$ cat config.mk
export PLATFORM = sky130hd
export DESIGN_NAME = wdt_timer64
export DESIGN_NICKNAME = d
export VERILOG_FILES = /design/src/rtl/wdt_pkg.sv /design/src/rtl/wdt_prescaler.sv /design/src/rtl/wdt_count64.sv /design/src/rtl/wdt_keyseq.sv /design/src/rtl/wdt_timer64.sv
export SDC_FILE = /design/constraint.sdc
export NUM_CORES = 1
export LEC_CHECK = 0
export ABC_AREA = 1
export CELL_PAD_IN_SITES_DETAIL_PLACEMENT = 1
export CELL_PAD_IN_SITES_GLOBAL_PLACEMENT = 1
export CORE_ASPECT_RATIO = 0.6
export CORE_MARGIN = 3
export CORE_UTILIZATION = 41
export CTS_BUF_LIST = sky130_fd_sc_hd__clkbuf_2
export DETAILED_ROUTE_END_ITERATION = 10
export PLACE_DENSITY_LB_ADDON = 0.1
export SLEW_MARGIN = 20
export SYNTH_ARGS = -nofsm -noshare
export SYNTH_HDL_FRONTEND = slang
export SYNTH_SLANG_ARGS = --single-unit
$ cat constraint.sdc
create_clock -name clk -period 1.8 [get_ports clk]
set_input_delay 0.36 -clock clk [delete_from_list [all_inputs] [get_ports clk]]
set_output_delay 0.36 -clock clk [all_outputs]
set_load 0.01 [all_outputs]
$ cat src/rtl/wdt_pkg.sv
`timescale 1ns/1ps
package wdt_pkg;
  localparam int REG_W  = 32;
  localparam int ADDR_W = 3;

  typedef enum logic [ADDR_W-1:0] {
    RA_GCTL   = 3'd0,
    RA_CCTL   = 3'd1,
    RA_CNT_LO = 3'd2,
    RA_CNT_HI = 3'd3,
    RA_PRD_LO = 3'd4,
    RA_PRD_HI = 3'd5,
    RA_WDCTL  = 3'd6
  } reg_addr_e;

  localparam logic [15:0] KEY_ARM = 16'hA5C6;
  localparam logic [15:0] KEY_SVC = 16'hDA7E;
  localparam logic [1:0]  MODE_WDOG = 2'd2;
  localparam logic [1:0]  RUN_CONT  = 2'd2;

  localparam int GC_MODE_LSB = 2;
  localparam int GC_DIV_LSB  = 8;
  localparam int CC_RUN_LSB  = 22;
  localparam int WD_EN_BIT   = 14;
  localparam int WD_TO_BIT   = 15;
  localparam int WD_KEY_LSB  = 16;

  typedef enum logic {KS_IDLE, KS_ARMED} key_state_e;
endpackage

$ cat src/rtl/wdt_prescaler.sv
`timescale 1ns/1ps
module wdt_prescaler #(
  parameter int DIV_W = 8
) (
  input  logic             clk,
  input  logic             rst_n,
  input  logic             run_i,
  input  logic             clr_i,
  input  logic [DIV_W-1:0] div_i,
  output logic             tick_o
);
  logic [DIV_W-1:0] psc_q;

  assign tick_o = run_i && !clr_i && (psc_q == div_i);

  always_ff @(posedge clk or negedge rst_n) begin
    if (!rst_n)                psc_q <= '0;
    else if (clr_i || !run_i)  psc_q <= '0;
    else if (psc_q == div_i)   psc_q <= '0;
    else                       psc_q <= psc_q + 1'b1;
  end
endmodule

$ cat src/rtl/wdt_count64.sv
`timescale 1ns/1ps
module wdt_count64 #(
  parameter int HALF_W = 32,
  localparam int CW = 2 * HALF_W,
  localparam int NH = CW / HALF_W
) (
  input  logic              clk,
  input  logic              rst_n,
  input  logic              hold_zero_i,
  input  logic              clr_i,
  input  logic [NH-1:0]     wr_half_i,
  input  logic [HALF_W-1:0] wdata_i,
  input  logic              tick_i,
  input  logic [CW-1:0]     period_i,
  output logic [CW-1:0]     cnt_o,
  output logic              wrap_o
);
  logic [CW-1:0] cnt_q, cnt_d, cnt_inc;

  assign cnt_inc = cnt_q + 1'b1;
  assign wrap_o  = tick_i && (cnt_q == period_i);
  assign cnt_o   = cnt_q;

  always_comb begin
    cnt_d = cnt_q;
    if (hold_zero_i || clr_i) begin
      cnt_d = '0;
    end else if (|wr_half_i) begin
      for (int h = 0; h < NH; h++)
        if (wr_half_i[h]) cnt_d[h*HALF_W +: HALF_W] = wdata_i;
    end else if (wrap_o) begin
      cnt_d = '0;
    end else if (tick_i) begin
      cnt_d = cnt_inc;
    end
  end

  always_ff @(posedge clk or negedge rst_n) begin
    if (!rst_n) cnt_q <= '0;
    else        cnt_q <= cnt_d;
  end
endmodule

$ cat src/rtl/wdt_keyseq.sv
`timescale 1ns/1ps
module wdt_keyseq
  import wdt_pkg::*;
(
  input  logic        clk,
  input  logic        rst_n,
  input  logic        wr_i,
  input  logic [15:0] key_i,
  input  logic        en_bit_i,
  output logic        wd_en_o,
  output logic        svc_o
);
  key_state_e st_q;
  logic       en_q;

  assign wd_en_o = en_q;
  assign svc_o   = wr_i && (key_i == KEY_SVC) && (st_q == KS_ARMED);

  always_ff @(posedge clk or negedge rst_n) begin
    if (!rst_n) begin
      st_q <= KS_IDLE;
      en_q <= 1'b0;
    end else if (wr_i) begin
      if (key_i == KEY_ARM && (en_bit_i || en_q)) begin
        st_q <= KS_ARMED;
        en_q <= 1'b1;
      end else begin
        st_q <= KS_IDLE;
      end
    end
  end
endmodule

$ cat src/rtl/wdt_timer64.sv
`timescale 1ns/1ps
module wdt_timer64
  import wdt_pkg::*;
#(
  parameter int PSC_W  = 8,
  parameter int HALF_W = 32
) (
  input  logic              clk,
  input  logic              rst_n,
  input  logic              reg_wr,
  input  logic              reg_rd,
  input  logic [ADDR_W-1:0] reg_addr,
  input  logic [REG_W-1:0]  reg_wdata,
  output logic [REG_W-1:0]  reg_rdata,
  output logic              wdt_reset_req
);
  localparam int CW = 2 * HALF_W;

  logic [1:0]       rel_q, mode_q, run_sel_q;
  logic [PSC_W-1:0] div_q;
  logic [CW-1:0]    prd_q, cnt;
  logic [HALF_W-1:0] shadow_q;
  logic [REG_W-1:0] rdata_q;
  logic             req_q, timeout_q;
  logic             wd_en, svc_clear, tick, wrap, expire;
  logic             wr_cfg, hold_zero, run, cnt_wr_any;
  logic [1:0]       wr_half;

  assign wr_cfg     = reg_wr && !wd_en;
  assign hold_zero  = (rel_q == 2'b00);
  assign run        = (rel_q == 2'b11) && (run_sel_q == RUN_CONT);
  assign wr_half[0] = wr_cfg && (reg_addr == RA_CNT_LO);
  assign wr_half[1] = wr_cfg && (reg_addr == RA_CNT_HI);
  assign cnt_wr_any = |wr_half;
  assign expire     = wrap && wd_en && (mode_q == MODE_WDOG);

  always_ff @(posedge clk or negedge rst_n) begin
    if (!rst_n) begin
      rel_q     <= '0;
      mode_q    <= '0;
      div_q     <= '0;
      run_sel_q <= '0;
      prd_q     <= '0;
    end else if (wr_cfg) begin
      case (reg_addr)
        RA_GCTL: begin
          rel_q  <= reg_wdata[1:0];
          mode_q <= reg_wdata[GC_MODE_LSB +: 2];
          div_q  <= reg_wdata[GC_DIV_LSB +: PSC_W];
        end
        RA_CCTL:   run_sel_q <= reg_wdata[CC_RUN_LSB +: 2];
        RA_PRD_LO: prd_q[0 +: HALF_W] <= reg_wdata[HALF_W-1:0];
        RA_PRD_HI: prd_q[HALF_W +: HALF_W] <= reg_wdata[HALF_W-1:0];
        default: ;
      endcase
    end
  end

  wdt_prescaler #(.DIV_W(PSC_W)) u_psc (
    .clk(clk), .rst_n(rst_n), .run_i(run), .clr_i(svc_clear),
    .div_i(div_q), .tick_o(tick)
  );

  wdt_count64 #(.HALF_W(HALF_W)) u_cnt (
    .clk(clk), .rst_n(rst_n), .hold_zero_i(hold_zero), .clr_i(svc_clear),
    .wr_half_i(wr_half), .wdata_i(reg_wdata[HALF_W-1:0]), .tick_i(tick),
    .period_i(prd_q), .cnt_o(cnt), .wrap_o(wrap)
  );

  wdt_keyseq u_key (
    .clk(clk), .rst_n(rst_n),
    .wr_i(reg_wr && (reg_addr == RA_WDCTL)),
    .key_i(reg_wdata[WD_KEY_LSB +: 16]),
    .en_bit_i(reg_wdata[WD_EN_BIT]),
    .wd_en_o(wd_en), .svc_o(svc_clear)
  );

  always_ff @(posedge clk or negedge rst_n) begin
    if (!rst_n) begin
      req_q     <= 1'b0;
      timeout_q <= 1'b0;
    end else begin
      req_q     <= expire;
      timeout_q <= timeout_q | expire;
    end
  end

  always_ff @(posedge clk or negedge rst_n) begin
    if (!rst_n) begin
      rdata_q  <= '0;
      shadow_q <= '0;
    end else if (reg_rd) begin
      rdata_q <= '0;
      case (reg_addr)
        RA_GCTL: begin
          rdata_q[1:0]                 <= rel_q;
          rdata_q[GC_MODE_LSB +: 2]    <= mode_q;
          rdata_q[GC_DIV_LSB +: PSC_W] <= div_q;
        end
        RA_CCTL:   rdata_q[CC_RUN_LSB +: 2] <= run_sel_q;
        RA_CNT_LO: begin
          rdata_q[HALF_W-1:0] <= cnt[0 +: HALF_W];
          shadow_q            <= cnt[HALF_W +: HALF_W];
        end
        RA_CNT_HI: rdata_q[HALF_W-1:0] <= shadow_q;
        RA_PRD_LO: rdata_q[HALF_W-1:0] <= prd_q[0 +: HALF_W];
        RA_PRD_HI: rdata_q[HALF_W-1:0] <= prd_q[HALF_W +: HALF_W];
        RA_WDCTL: begin
          rdata_q[WD_EN_BIT] <= wd_en;
          rdata_q[WD_TO_BIT] <= timeout_q;
        end
        default: ;
      endcase
    end
  end

  assign reg_rdata     = rdata_q;
  assign wdt_reset_req = req_q;
endmodule

# --- After elaboration in Yosys (flattened, before gate mapping) ---
# Index checks and enable logic that the tools add are counted.
classes:
  n_addsub: 2
  multipliers: 0
  n_div: 0
  magnitude_cmp: 0
  n_eq_ne: 15
  shifts: 0
  n_mux: 16
  bitwise: 1
  reduce_logical: 31
ops:
  columns: ["operator", "count"]
  rows:
  - ["64-bit two-way mux", 4]
  - ["64-bit by 1-bit adder with 64-bit output, second input constant", 1]
  - ["64-bit equality test", 1]
  - ["32-bit two-way mux", 2]
  - ["16-bit equality test, second input constant", 2]
  - ["8-bit case mux with 4 select lines", 1]
  - ["6-bit case mux with 5 select lines", 1]
  - ["6-bit case mux with 4 select lines", 1]
  - ["4-bit case mux with 5 select lines", 1]
  - ["8-bit two-way mux", 2]
  - ["4-bit case mux with 4 select lines", 1]
  - ["2-bit AND reduction", 8]
  - ["1-bit logical AND", 13]
  - ["2-bit case mux with 6 select lines", 1]
  - ["2-bit case mux with 5 select lines", 1]
  - ["3-bit equality test, second input constant", 3]
  - ["8-bit by 1-bit adder with 8-bit output, second input constant", 1]
  - ["8-bit equality test", 1]
  - ["2-bit equality test, second input constant", 3]
  - ["3-bit by 2-bit equality test with 1-bit output, second input constant", 2]
  - ["3-bit by 1-bit inequality test with 1-bit output, second input constant", 2]
  - ["4-bit nonzero test", 1]
  - ["3-bit by 1-bit equality test with 1-bit output, second input constant", 1]
  - ["1-bit zero test", 3]
  - ["6 further kinds", 8]
totals:
  reg_bits: 218
  latchBits: 0
  ramBits: 0
  mem_bits_ro: 0
  input_bits: 39
  output_inout_bits: 33
  word_cells: 80
  n_memories: 0

# --- Depth between registers and ports, before layout ---
# Gate-level depths: netlist (run 1).
logic_depth:
  word_depth: 11
  ltp_mapped: 16
  mapped_depth_nobuf: 15

# --- Cells and area by module ---
# A second synthesis (run 1) with hierarchy kept.
unflattened:
  cells_unflattened: 2354
  hier_area_um2: 14726.6
modules_own_cells:
  columns: ["mod", "n_inst", "cells_per_inst", "area_per_inst_um2", "seq_area_each_um2"]
  rows:
  - ["wdt_count64", 1, 1388, 7308.3, 1601.5]
  - ["wdt_timer64", 1, 847, 6673.9, 3603.5]
  - ["wdt_prescaler", 1, 75, 528.0, 200.2]
  - ["wdt_keyseq", 1, 44, 216.5, 50.0]

# --- Worst setup path before layout (run 1) ---
# OpenSTA, ideal clock, no wires.
synth_timing:
  kind: "flip-flop to flip-flop"
  start: "reg u_cnt.cnt_q[0] (netlist: u_cnt.cnt_o[0])"
  end: "reg u_cnt.cnt_q[32] (netlist: u_cnt.cnt_o[32])"
  setup_ns: 0.117
  arrival_ns: 1.750
  required_ns: 1.683
  setup_slack_ns: -0.068
  stages_incl_launch_ff: 13
  n_path_buf: 0
  period_less_slack_ns: 1.868
  path_cell_list: "dfrtp_1 ha_1 nand3_1 nor2_2 nand2_1 nor2_1 nand2_1 xor2_1 inv_2 nand2_1 nand2_1 nand3_1 nand2_1"
synth_between:
  elab_chain_len: 5
  elab_cells_between_ends: 9
  classes_between: "1 x add/sub; 1 x eq/ne; 4 x mux; 3 x reduce/logical"
synth_rtl:
  columns: ["element", "line", "source"]
  rows:
  - ["from (decl)", "wdt_count64.sv:18", "logic [CW-1:0] cnt_q, cnt_d, cnt_inc;"]
  - ["from (signal assigned)", "wdt_count64.sv:40", "else cnt_q <= cnt_d;"]
  - ["64-bit by 1-bit adder with 64-bit output / 64-bit equality test (equally long branches)", "wdt_count64.sv:20, wdt_count64.sv:21", null]
  - ["64-bit two-way mux / 1-bit logical AND (equally long branches)", "wdt_count64.sv:33, wdt_count64.sv:21", null]
  - ["64-bit two-way mux", "wdt_count64.sv:31", "end else if (wrap_o) begin"]
  - ["64-bit two-way mux", "wdt_count64.sv:28", "end else if (|wr_half_i) begin"]
  - ["64-bit two-way mux", "wdt_count64.sv:26", "if (hold_zero_i || clr_i) begin"]
# Several ways; a longest one is shown, not always the timed one. The select of a mux whose other input is x is not followed.
# A chain may end at the register's enable or synchronous reset.

# --- Worst setup path after layout (run 1) ---
layout_timing:
  start: "reg u_cnt.cnt_q[62] (netlist: u_cnt.cnt_o[62])"
  end: "reg u_cnt.cnt_q[22] (netlist: u_cnt.cnt_o[22])"
layout_between:
  elab_chain_len: 5
  elab_cells_between_ends: 7
  classes_between: "1 x eq/ne; 3 x mux; 3 x reduce/logical"
layout_rtl:
  columns: ["element", "line", "source"]
  rows:
  - ["64-bit equality test *", "wdt_count64.sv:21", "assign wrap_o = tick_i && (cnt_q == period_i);"]
  - ["1-bit logical AND *", "wdt_count64.sv:21", null]
  - ["64-bit two-way mux", "wdt_count64.sv:31", null]
  - ["64-bit two-way mux", "wdt_count64.sv:28", null]
  - ["64-bit two-way mux", "wdt_count64.sv:26", null]
# Mark *: on every way between the ends. The rest lies on a longest branch, timed or not.

==> results of run 1 <==
power groups by stage:
stage | Combinational [mW] | Clock (mW) | Sequential, mW
2_1_floorplan | 0.184 | 0 | 5.13
3_3_place_gp | 0.864 | 0 | 5.10
3_5_place_dp | 0.882 | 0 | 5.11
4_1_cts | 0.929 | 3.97 | 5.01
5_1_grt | 1.05 | 4.29 | 5.02
6_report | 1.00 | 3.99 | 5.02
worst paths after layout:
path,endpoint,cells past startpoint,startpoint
hold / removal,prd_q[39]$_DFFE_PN0P_,3,reg_wdata[7]
max in group asynchronous,shadow_q[27]$_DFFE_PN0P_,4,rst_n
setup / recovery,u_cnt.cnt_o[22]$_DFFE_PN0P_,15,u_cnt.cnt_o[62]$_DFFE_PN0P_
setup reg to reg,u_cnt.cnt_o[22]$_DFFE_PN0P_,15,u_cnt.cnt_o[62]$_DFFE_PN0P_
hold reg to reg,reg_rdata[28]$_DFFE_PN0P_,2,reg_rdata[28]$_DFFE_PN0P_
min in group asynchronous,prd_q[46]$_DFFE_PN0P_,4,rst_n
area by class of cell:
type                            count  area (sq um)
Fill cell                        4172         12500
Multi-Input combinational cell   1468          7220
Sequential cell                   218          5480
Timing Repair Buffer              535          4570
Inverter                          231           867
Tap cell                          416           520
Clock buffer                       81           405
Clock inverter                     20           135
Antenna cell                        2          5.00
registers in the layout, summed over array words and instances (netlist names):
register and count:
mode_q 2, timeout_q 1, u_key.wd_en_o 1, prd_q 64, div_q 8, reg_rdata 32, u_psc.psc_q 8, u_cnt.cnt_o 64
shadow_q 32, u_key.st_q 1, wdt_reset_req 1, run_sel_q 2, rel_q 2
logic make-up after synthesis:
family,Yosys count,share of synthesized area
AOI/OAI and AO/OA,225,0.0958
xor gates and xnor gates,75,0.0489
adders and majority gates,2,0.00186
buffers and inverters,319,0.0960
DFF,218,0.406
muxes,1,0.000838
and+or+nand+nor,1165,0.351
metal layers:
metal  GRT usage  vias up  wire length (microns)
li1            -     7279                      -
met1       0.554     8308                  31100
met2       0.543      955                  29200
met3       0.143      162                   8970
met4       0.102        2                   1900
met5           0        -                     13
through the flow:
stage | cells | hold slack (ps) | instance area [sq um] | util
5_1_grt | 2971 | 44.5 | 19200 | 0.605
3_3_place_gp | 2804 | 238 | 17600 | 0.556
6_report | 2971 | 42.6 | 19200 | 0.605
4_1_cts | 2950 | 1.33 | 18700 | 0.590
2_1_floorplan | 2005 | 64.4 | 13400 | -
3_5_place_dp | 2804 | 237 | 17600 | 0.556
worst min-delay path: cells and delay by family:
kind	cells	cell delay, ps
buf+inv	1	440
simple gates	1	80
compound gates	1	100
placed cells by master, fill, tap and decap left out, types with 22 or more instances in the layout:
master,count
clkdlybuf4s50_1,36
xor2_1,70
nor2_1,152
nor2_2,24
buf_4,410
nand3_1,66
inv_1,215
clkbuf_2,81
nand4_1,25
nand2_2,47
buf_2,28
nor2_4,22
buf_12,31
o21ai_0,135
nand2_1,760
dfrtp_1,197
a21oi_1,25
timing repair:
item / CTS / global route
resized for setup: 214 / 98
pin swaps: 8 / 22
hold endpoints to repair: 291 / 0
endpoints found under the setup margin: 99 / 99
setup buffers: 26 / 19
hold buffers: 17 / 0
cloned: 2 / 1
==> results.py, run 1 <==
metrics = {
    "floorplanning": {
        "start_util": 0.424,
        "dieArea_sq_um": 35100,
        "rows": 50,
        "die_h_microns": 146,
        "die_w_microns": 240,
        "coreArea_sq_um": 31700,
        "ioPinCount": 72,
    },
    "sta": {
        "slew-limit-headroom": 0.524,
        "min_period_ps": 2280,
        "drv_slew": 0,
        "rsz0062_at_grt": "yes",
        "hold_viol": 0,
        "max_slew.worst_pin.slew_ps": 713,
        "period_share": 1.27,
        "skew_ps": 143,
        "fin_tns_setup_ps": -27830,
        "fin_ws_ps": -477,
        "final-setup-viol-count": 99,
        "max_freq_ghz": 0.439,
    },
    "synth": {
        "synth_area_per_cell_sq_um": 6.70,
        "ys_types": 44,
        "netlist_area_sq_um": 13400,
        "synthCells": 2005,
        "ys_top_cells_by_area": "dfrtp_1 41%, nand2_1 23%, inv_1 6.1%, nor2_1 5.3%, o21ai_0 5.1%",
        "synth-edff-count": 0,
        "ys_async_sr_fraction": 1.00,
        "yosysTopAreaCellShare": 0.406,
        "synthTopCellsByCount": "813 x nand2_1, 219 x inv_1, 218 x dfrtp_1, 189 x nor2_1, 137 x o21ai_0",
        "ys.flop_type": "dfrtp_1",
        "ys_seq_area_frac": 0.406,
        "yosysWarnings": 0,
        "synth_area_leader_cell": "dfrtp_1",
        "yosysMostFrequentCell": "nand2_1",
        "ys_ff_latch": 218,
        "syn_nets": 2046,
    },
    "critical_path": {
        "worstPathArrival_ps": 3190,
        "path_delay_family": "simple AND/OR/NAND/NOR gates",
        "path_cells": "inv_1 -> nand2_1 -> nand2_1 -> nor2_2 -> nand2_1 -> nor2_4 -> nand2_2 -> nor2_4 -> nand3_4 -> buf_12 -> buf_16 -> nand2_1 -> nand2_1 -> nand3_1 -> nand2_1",
        "crit_fanout": 7,
        "path_class": "flip-flop to flip-flop",
        "worst_ep_required_time_ps": 2710,
        "cp_common_cell": "nand2_1",
        "reg2reg_slack_ps": -480,
        "cp_slowest_cell": "dfrtp_2",
        "crit_buf_inv": 3,
        "cp-start-kind": "flip-flop",
        "critPathMaxStageDelay_ps": 460,
        "critPathCaptureType": "flip-flop",
    },
    "detailed_routing": {
        "drc": 0,
        "antenna_left": 0,
        "vias": 16700,
        "routed_wl_microns": 71200,
        "first_pass_iters": 5,
        "viasPerCell": 5.62,
        "routedWlPerCell_microns": 24.0,
        "drtIter0Drc": 1993,
    },
    "power_and_ir_drop": {
        "peakVddDrop_v": 0.000342,
        "total_power_mw": 10.0,
        "swShare": 0.311,
        "p_leak_nw": 10.1,
        "clkPwrFrac": 0.399,
        "seqPwrFrac": 0.501,
        "p_int_mw": 6.89,
        "switchingPower_mw": 3.12,
        "pwr_density_cell_nw_per_um2": 521,
        "combPwrFrac": 0.100,
    },
    "global_route": {
        "track_usage": 0.386,
        "antenna_found_initial": 4,
        "grt_max_degree": 61,
        "grt_pass1_vias": 16900,
        "grt_remaining_overflow": 0,
        "grt_first_pass_wirelength_microns": 101000,
    },
    "place": {
        "dp_hpwl_microns": 51400,
        "io_buffers": 71,
        "place.gp.congestion": 0.990,
        "dp_slack_ps": -721,
    },
    "clocking": {
        "cts_sinks": 218,
        "cts_tree": "done",
        "cts-buffers-inserted": 56,
        "clock-root-buffer": "clkbuf_2",
        "max-clock-path-buffers": 3,
        "clk_pin_slew_ps": 140,
        "clock_latency_ps": 1080,
        "cts_max_level": 2,
    },
    "final_layout": {
        "drive_gt1_frac": 0.293,
        "area_growth_pct": 42.9,
        "fin_nets": 2551,
    },
    "run_status": {
        "status": "complete, but fails checks",
        "violations": "negative setup slack",
    },
    "run": {
        "drv_cap": 0,
    },
    "hold_path": {
        "holdCritPathClass": "primary input to flip-flop",
    },
}
No activity file was read; power rests on OpenSTA's default activity.
==> inputs of run 2 (changes only) <==
--- a/config.mk
+++ b/config.mk
@@ -10,7 +10,7 @@
 export CELL_PAD_IN_SITES_GLOBAL_PLACEMENT = 1
 export CORE_ASPECT_RATIO = 0.6
 export CORE_MARGIN = 3
-export CORE_UTILIZATION = 41
+export CORE_UTILIZATION = 49
 export CTS_BUF_LIST = sky130_fd_sc_hd__clkbuf_2
 export DETAILED_ROUTE_END_ITERATION = 10
 export PLACE_DENSITY_LB_ADDON = 0.1
==> constraint.sdc (replaced) <==
create_clock -name clk -period 2.8 [get_ports clk]
set_input_delay 0.56 -clock clk [delete_from_list [all_inputs] [get_ports clk]]
set_output_delay 0.56 -clock clk [all_outputs]
set_load 0.01 [all_outputs]
==> run 2 against run 1 <==
Compared with the run above: the run now ends clean; highest routed layer unchanged; clock skew down 85 ps; sequential power down 36%; clock-buffer cell count down 5; first-iteration DRC count down 10%; worst hold slack better by 76 ps; utilization down 2.6 points; largest power group unchanged; design area down 19%.
==> results.py, run 2 (same netlist as run 1, synthesis figures left out) <==
metrics = {
    "run_status": {
        "status": "completed",
    },
    "detailed_routing": {
        "viasPerCell": 5.94,
        "routedWlPerCell_microns": 24.3,
        "drtIter0Drc": 1791,
        "vias": 14900,
        "first_pass_iters": 5,
        "drc": 0,
        "antenna_left": 0,
        "routed_wl_microns": 61100,
    },
    "sta": {
        "period_share": 0.971,
        "fin_tns_setup_ps": 0,
        "final-setup-viol-count": 0,
        "skew_ps": 57.7,
        "slew-limit-headroom": 0.385,
        "min_period_ps": 2720,
        "drv_slew": 0,
        "rsz0062_at_grt": "no",
        "holdWs_ps": 118,
        "hold_viol": 0,
        "max_slew.worst_pin.slew_ps": 922,
        "max_freq_ghz": 0.368,
    },
    "place": {
        "placed_cells": 2427,
        "dp_hpwl_microns": 46100,
        "placed_cell_area_sq_um": 15000,
        "io_buffers": 71,
        "place.gp.congestion": 1.00,
    },
    "floorplanning": {
        "die_h_microns": 134,
        "rows": 46,
        "die_w_microns": 220,
        "ioPinCount": 72,
        "dieArea_sq_um": 29500,
        "coreArea_sq_um": 26700,
        "start_util": 0.503,
    },
    "clocking": {
        "cts_sinks": 218,
        "cts-buffers-inserted": 55,
        "max-clock-path-buffers": 3,
        "post_cts_buffers": 0,
        "cts_tree": "done",
        "clock_latency_ps": 970,
        "cts_max_level": 2,
        "clk_pin_slew_ps": 110,
        "clock-root-buffer": "clkbuf_2",
    },
    "critical_path": {
        "path_delay_family": "simple AND/OR/NAND/NOR gates",
        "cp-start-kind": "flip-flop",
        "path_class": "flip-flop to flip-flop",
        "critPathMaxStageDelay_ps": 540,
        "crit_fanout": 7,
        "critPathCaptureType": "flip-flop",
        "path_cells": "nand3_1 -> nor2_2 -> nand2_1 -> nor2_2 -> nand2_1 -> nor2_1 -> nand2_1 -> xor2_1 -> nand2_1 -> nand2_1 -> nand2_1 -> nand2_1",
        "cp_slowest_cell": "dfrtp_1",
        "reg2reg_slack_ps": 80,
        "worst_ep_required_time_ps": 3630,
        "crit_buf_inv": 0,
        "worstPathArrival_ps": 3550,
        "cp_common_cell": "nand2_1",
    },
    "global_route": {
        "grt_max_degree": 65,
        "grt_first_pass_wirelength_microns": 91800,
        "track_usage": 0.415,
        "grt_remaining_overflow": 0,
        "antenna_found_initial": 5,
        "grt_pass1_vias": 15000,
    },
    "power_and_ir_drop": {
        "p_leak_nw": 7.89,
        "total_power_mw": 5.93,
        "peakVddDrop_v": 0.000231,
        "pwr_density_cell_nw_per_um2": 383,
    },
    "final_layout": {
        "drive_gt1_frac": 0.0939,
        "layout_commonest_cell": "nand2_1",
        "instances_no_fill": 2513,
        "final_cell_mix": "811 x nand2_1, 219 x inv_1, 217 x dfrtp_1, 187 x nor2_1, 137 x o21ai_0",
        "final_area_sq_um": 15500,
        "area_growth_pct": 15.1,
        "fin_nets": 2166,
    },
    "hold_path": {
        "holdCritPathClass": "primary input to asynchronous set/reset pin",
    },
    "run": {
        "drv_cap": 0,
    },
}
[run 2: changes by cell type in the layout (fill, tap and decap cells not counted), moves of 19 or more]
cell | before | now
buf_2 | 28 | 0
buf_4 | 410 | 60
clkdlybuf4s50_1 | 36 | 70
dfrtp_1 | 197 | 217
dfrtp_2 | 21 | 1
nand2_1 | 760 | 811
nand2_2 | 47 | 3
nor2_1 | 152 | 187
nor2_4 | 22 | 3
[run 2: power by group]
part           internal, mW  total [mW]  switching [mW]
Clock                 0.717        2.17            1.46
Sequential             3.19        3.23          0.0318
Combinational         0.200       0.530           0.329
[run 2: per-layer routing]
metal  wire, microns  global-route usage  vias to the layer above
met5              55                   0                        -
met4            1390               0.108                        8
met3            9150               0.182                      145
met2           24200               0.572                      913
met1           26300               0.594                     7347
li1                -                   -                     6508
[run 2: cell type report]
| type | count | area (sq um) |
|---|---|---|
| antenna | 2 | 5.00 |
| multi-input combinational | 1468 | 6720 |
| sequential | 218 | 5460 |
| clock buffer | 76 | 380 |
| clock inverter | 7 | 37.5 |
| inverter | 231 | 867 |
| timing repair buffer | 151 | 1560 |
| fill | 3638 | 11200 |
| tap | 360 | 450 |
[run 2: what timing repair did]
item                                   4_1_cts  5_1_grt
endpoints found under the hold margin      218        0
gates resized for setup                      0        1
hold buffers                                 1        0
setup endpoints to repair                    0        1
[run 2: through the flow]
| stage | utilization | setup slack, ps |
|---|---|---|
| after global placement | 0.563 | 35.1 |
| after detailed placement | 0.563 | -19.6 |
| final | 0.579 | 80.1 |
| after CTS | 0.579 | 159 |
| after global routing | 0.579 | 28.3 |
| after floorplan | - | 829 |
[run 2: path summary, 6_finish.rpt]
| check | start | endpoint | cells after the start |
|---|---|---|---|
| worst max-delay path | u_cnt.cnt_o[2]$_DFFE_PN0P_ | u_cnt.cnt_o[53]$_DFFE_PN0P_ | 12 |
| worst min-delay path | rst_n | u_psc.psc_q[0]$_DFF_PN0_ | 2 |
| worst max register to register | u_cnt.cnt_o[2]$_DFFE_PN0P_ | u_cnt.cnt_o[53]$_DFFE_PN0P_ | 12 |
| worst min register to register | reg_rdata[25]$_DFFE_PN0P_ | reg_rdata[25]$_DFFE_PN0P_ | 2 |
| max in group asynchronous | rst_n | shadow_q[4]$_DFFE_PN0P_ | 3 |
| min in group clk | reg_wdata[1] | prd_q[33]$_DFFE_PN0P_ | 3 |
==> inputs of run 3 (changes only) <==
--- a/config.mk
+++ b/config.mk
@@ -6,6 +6,7 @@
 export NUM_CORES = 1
 export LEC_CHECK = 0
 export ABC_AREA = 1
+export ABC_CLOCK_PERIOD_IN_PS = 2800
 export CELL_PAD_IN_SITES_DETAIL_PLACEMENT = 1
 export CELL_PAD_IN_SITES_GLOBAL_PLACEMENT = 1
 export CORE_ASPECT_RATIO = 0.6
==> results of run 3 <==
Same layout as run 2: the final DEF is identical, and so are final timing and power.
